## config.mk

```make
export PLATFORM = sky130hd
export DESIGN_NAME = clkchain_guard
export DESIGN_NICKNAME = d
export VERILOG_FILES = /design/src/rtl/ckc_pkg.sv /design/src/rtl/ckc_buffer.sv /design/src/rtl/ckc_cell.sv /design/src/rtl/ckc_first_off.sv /design/src/rtl/clkchain_guard.sv
export SDC_FILE = /design/constraint.sdc
export NUM_CORES = 1
export LEC_CHECK = 0
export BUFFER_PORTS_ARGS = -buffer_cell sky130_fd_sc_hd__buf_2
export CORE_MARGIN = 2
export CORE_UTILIZATION = 50
export DETAILED_ROUTE_END_ITERATION = 8
export GPL_ROUTABILITY_DRIVEN = 0
export PLACE_DENSITY = 0.76
export SYNTH_ARGS = -nofsm -noshare
export SYNTH_HDL_FRONTEND = slang
export SYNTH_SLANG_ARGS = --single-unit
```

## constraint.sdc

```tcl
create_clock -name clk -period 1.7 [get_ports clk]
set_clock_uncertainty 0.15 [all_clocks]
set_input_delay 0.17 -clock clk [delete_from_list [all_inputs] [get_ports clk]]
set_output_delay 0.17 -clock clk [all_outputs]
set_load 0.1 [all_outputs]
```

## src/rtl/ckc_pkg.sv

```systemverilog
package ckc_pkg;

    // width of a counter that must reach win
    function automatic int unsigned cnt_width(input int unsigned win);
        return (win < 1) ? 1 : $clog2(win + 1);
    endfunction

    // width of a buffer index
    function automatic int unsigned idx_width(input int unsigned n);
        return (n < 2) ? 1 : $clog2(n);
    endfunction

endpackage

```

## src/rtl/ckc_buffer.sv

```systemverilog
module ckc_buffer (
    input  logic clk,
    input  logic rst_n,
    input  logic raw_in,
    input  logic en,
    output logic ck_out
);

    typedef struct packed {
        logic ck;
    } buf_state_t;

    buf_state_t st_d, st_q;

    always_comb begin
        st_d    = st_q;
        st_d.ck = raw_in & en;
    end

    always_ff @(posedge clk or negedge rst_n) begin
        if (!rst_n) begin
            st_q <= '0;
        end else begin
            st_q <= st_d;
        end
    end

    assign ck_out = st_q.ck;

endmodule

```

## src/rtl/ckc_cell.sv

```systemverilog
module ckc_cell #(
    parameter int unsigned SKEW_WIN = 3
) (
    input  logic clk,
    input  logic rst_n,
    input  logic arm,
    input  logic ck_a,
    input  logic ck_b,
    output logic off
);

    import ckc_pkg::*;

    localparam int unsigned CW = cnt_width(SKEW_WIN);
    localparam logic [CW-1:0] LIMIT = CW'(SKEW_WIN);

    typedef struct packed {
        logic [CW-1:0] run;
        logic          latched;
    } cell_state_t;

    cell_state_t st_d, st_q;
    logic        differ;

    assign differ = ck_a ^ ck_b;

    always_comb begin
        st_d = st_q;
        if (!arm) begin
            // leaving the armed state clears everything; wins over a set
            st_d.run     = '0;
            st_d.latched = 1'b0;
        end else if (!st_q.latched) begin
            if (differ) begin
                if (st_q.run == LIMIT) begin
                    st_d.latched = 1'b1;
                end else begin
                    st_d.run = st_q.run + 1'b1;
                end
            end else begin
                st_d.run = '0;
            end
        end
    end

    always_ff @(posedge clk or negedge rst_n) begin
        if (!rst_n) begin
            st_q <= '0;
        end else begin
            st_q <= st_d;
        end
    end

    assign off = st_q.latched;

endmodule

```

## src/rtl/ckc_first_off.sv

```systemverilog
module ckc_first_off #(
    parameter int unsigned NUM_BUF = 8
) (
    input  logic [NUM_BUF-1:0]                      en,
    output logic [ckc_pkg::idx_width(NUM_BUF)-1:0]  first,
    output logic                                    any
);

    localparam int unsigned IW = ckc_pkg::idx_width(NUM_BUF);

    always_comb begin
        first = '0;
        any   = 1'b0;
        for (int i = NUM_BUF - 1; i >= 0; i--) begin
            if (!en[i]) begin
                first = IW'(i);
                any   = 1'b1;
            end
        end
    end

endmodule

```

## src/rtl/clkchain_guard.sv

```systemverilog
module clkchain_guard #(
    parameter int unsigned NUM_BUF  = 8,
    parameter int unsigned SKEW_WIN = 3
) (
    input  logic                                    clk,
    input  logic                                    rst_n,
    input  logic                                    test_en,
    input  logic                                    cal_done,
    input  logic [NUM_BUF-1:0]                      raw_ck,
    output logic [NUM_BUF-1:0]                      buf_ck,
    output logic [NUM_BUF-1:0]                      buf_en,
    output logic [ckc_pkg::idx_width(NUM_BUF)-1:0]  first_off,
    output logic                                    any_off
);

    localparam int unsigned NUM_CELL = NUM_BUF - 1;

    logic               arm;
    logic [NUM_BUF-1:0] off;

    assign arm    = test_en & cal_done;
    assign off[0] = 1'b0;          // reference buffer is never gated
    assign buf_en = ~off;

    for (genvar b = 0; b < NUM_BUF; b++) begin : g_buf
        ckc_buffer u_buf (
            .clk    (clk),
            .rst_n  (rst_n),
            .raw_in (raw_ck[b]),
            .en     (buf_en[b]),
            .ck_out (buf_ck[b])
        );
    end

    for (genvar c = 0; c < NUM_CELL; c++) begin : g_cell
        ckc_cell #(
            .SKEW_WIN (SKEW_WIN)
        ) u_cell (
            .clk   (clk),
            .rst_n (rst_n),
            .arm   (arm),
            .ck_a  (buf_ck[c]),
            .ck_b  (buf_ck[c+1]),
            .off   (off[c+1])
        );
    end

    ckc_first_off #(
        .NUM_BUF (NUM_BUF)
    ) u_first (
        .en    (buf_en),
        .first (first_off),
        .any   (any_off)
    );

endmodule

```

==> summary.txt <==
status: finished with violations
violated checks: negative setup slack
clock sink count: 29
unique cell type count in the Yosys netlist: 22
CP Data Required Time: 1.38 ns
Starting Density: 52.6%
FP Rows: 20
flop2flop setup slack: 0.22 ns
Final Hold Fails: 0
Seq/Total Area, Yosys: 44.8%
Root Driver: clkbuf_4
number of remaining DRC errors: 0
Cell Pwr Density: 657 nW/um^2
chip width: 60.9 um
number of max-cap violations: 0
Antenna Nets Post-Route: 0
Critical R2R Launch: g_cell[6].u_cell.off$_DFF_PN0_
port buffer count: 30
Max Clk Rate: 544 MHz
clk_lat worst skew: 0.34 ns
Worst Hold Class: input port to register
Cell Area, Synth: 1620 um^2
register bit count reported by yosys: 29
final core utilization: 69.7%
Internal: 0.000979 W
Seq pwr share: 51.9%
Mean Syn Cell Area: 9.75 um^2
part of the power in the clock network: 31.1%
hold path depth: 4
die area: 3710 um^2
initial drt markers: 50
number of vias per cell: 5.19
total gr overflow: 0
commonest non-fill, non-tap cell in the layout: dfrtp_1
Crit Path Max Fanout: 3
final setup margin: -0.138 ns
total track usage: 22.5%
detailed placement HPWL: 2.39 mm
fin crit share: 108%
vias in the first global route: 1,283
Finish-stage setup viols: 4
Leakage: 0.989 nW
Die Ht: 60.9 um
fin nets: 227
layout cells sized above 1: 35.6%
clock slew at reported path FFs: 0.09 ns
NetSw: 0.000429 W
CP delay by family, top: flip-flops
Syn Nets: 185
Startpoint Class: register
min cycle time layout: 1.84 ns
critical path class: register to primary output
Post-Route WL: 3.74 mm
most frequent cells in the layout: 28 x dfrtp_1, 20 x nor2_1, 20 x buf_2, 14 x buf_4, 12 x inv_1
wire per inst: 14.8 um
Syn-to-layout area delta: 32.5%
Non-Filler Instances: 252
Synth Warn #: 0
num ports: 32
Sw Share: 30.5%
ant diodes: 0
Hold Startpoint: cal_done
clk buf depth: 2
Crit path largest cell delay: 0.43 ns
worst-case reg-to-reg path depth: 5
Max-Slew Margin vs Limit: 55.9%
DRT Pass-1 Iters: 4
worst hold endpoint: g_cell[1].u_cell.st_q[1]$_DFFE_PN0P_
critical-path cell list: buf_6 -> o211ai_1 -> a31oi_4 -> buf_12
Critical Path AT: 1.52 ns
synthesized instance count: 166
worst r2r dst: g_cell[6].u_cell.st_q[1]$_DFFE_PN0P_
Bufs and invs on worst path: 2
Slew Limit Fails: 0
CP Capture Type: primary output
dpl cells: 227
Hold WS: 0.117 ns
H-tree depth: 2
initial antenna violation count: 0
CTS buffer count: 5
maximum vdd drop: 0.581 mV
CORE AREA: 3080 um^2
Slowest cell on crit path: dfrtp_1
combinational power share: 17.0%
largest net degree at the start of global routing: 30
global-route wire length before repair: 5.79 mm
vias post-DR: 1,309
Worst Tran Pin Value: 0.662 ns
RSZ-0062 raised after global routing: true
TritonCTS clock tree: done
## synthesized netlist by cell type, drive strengths merged
cell,number,share of area [%]
dfrtp,29,45
buf,24,9.9
nor2,20,4.6
inv,14,3.2
nor3,12,3.7
a21oi,9,2.8
o31ai,8,3.7
a2111oi,7,6.5
ha,7,5.4
nor2b,7,2.7
o21bai,7,3.2
xor2,7,3.8
a21o,4,1.9
o21ai,3,0.93
nand2,2,0.46
a31oi,1,0.39
and2,1,0.39
and2b,1,0.46
conb,1,0.23
nor4,1,0.39
o211ai,1,0.46
## area by class of cell
type,count,area (um^2)
fillers,238,933
multi-input cells,99,741
flip-flops and latches,29,727
repair buffers,59,512
clock buffers,7,55.1
inverters,14,55.1
well taps,44,55.1
## state kept, by name (all words and copies together) (netlist names)
register,count
g_buf.u_buf.ck_out,8
g_cell.u_cell.off,7
g_cell.u_cell.st_q,14
## repair_timing
item / 4_1_cts / 5_1_grt
pin swaps: 2 / 1
setup endpoints to repair: 7 / 8
hold endpoints to repair: 37 / 0
buffers inserted: 6 / 3
gates resized for setup: 19 / 10
hold buffers: 9 / 0
## metrics by stage
stage | setup TNS (ns) | instance area, um^2 | worst slack [ns] | total power [W]
after floorplan | -0.117 | 1650 | -0.117 | 0.000922
after global placement | 0 | 1840 | 0.125 | 0.000958
after detailed placement | 0 | 1840 | 0.122 | 0.000967
after CTS | -0.248 | 2090 | -0.0940 | 0.00142
after global routing | -0.630 | 2140 | -0.187 | 0.00147
final | -0.405 | 2140 | -0.138 | 0.00141
## kinds of logic after synthesis
family | Yosys count | share of synthesized area, %
simple gates | 44 | 12.8
compound gates | 40 | 19.9
buf+inv | 38 | 13.1
flops | 29 | 44.8
xor+xnor | 7 | 3.79
fa+ha+maj | 7 | 5.41
other cells | 1 | 0.232
## tightest hold or removal path, cell delays in order
cell	delay, ns
buf_2	0.10
and2_1	0.15
o21ai_0	0.10
a2111oi_2	0.05
## worst max path at each step
stage                                   startpoint      endpoint  slack (ns)  depth (start not counted)
floorplan           g_cell[5].u_cell.off$_DFF_PN0_  first_off[0]       -0.12                          4
global placement    g_cell[3].u_cell.off$_DFF_PN0_  first_off[2]        0.13                          3
detailed placement  g_cell[2].u_cell.off$_DFF_PN0_  first_off[2]        0.12                          3
CTS                 g_cell[6].u_cell.off$_DFF_PN0_  first_off[2]       -0.09                          3
global route        g_cell[4].u_cell.off$_DFF_PN0_  first_off[1]       -0.19                          5
finish              g_cell[6].u_cell.off$_DFF_PN0_  first_off[1]       -0.14                          4
## routing by layer
layer / up-vias / GRT usage, % / share of wire (%)
met5: - / 0 / 0
met4: 0 / 14.9 / 3.0
met3: 10 / 4.90 / 2.9
met2: 28 / 37.8 / 53
met1: 638 / 25.8 / 41
li1: 633 / - / -
## power groups by stage
stage               sequential (W)  combinational [W]  clock [W]
floorplan                 0.000740           0.000183          0
global placement          0.000742           0.000215          0
detailed placement        0.000744           0.000223          0
CTS                       0.000731           0.000239   0.000447
global route              0.000734           0.000257   0.000477
finish                    0.000731           0.000239   0.000438
(Power assumes the default switching activity.)
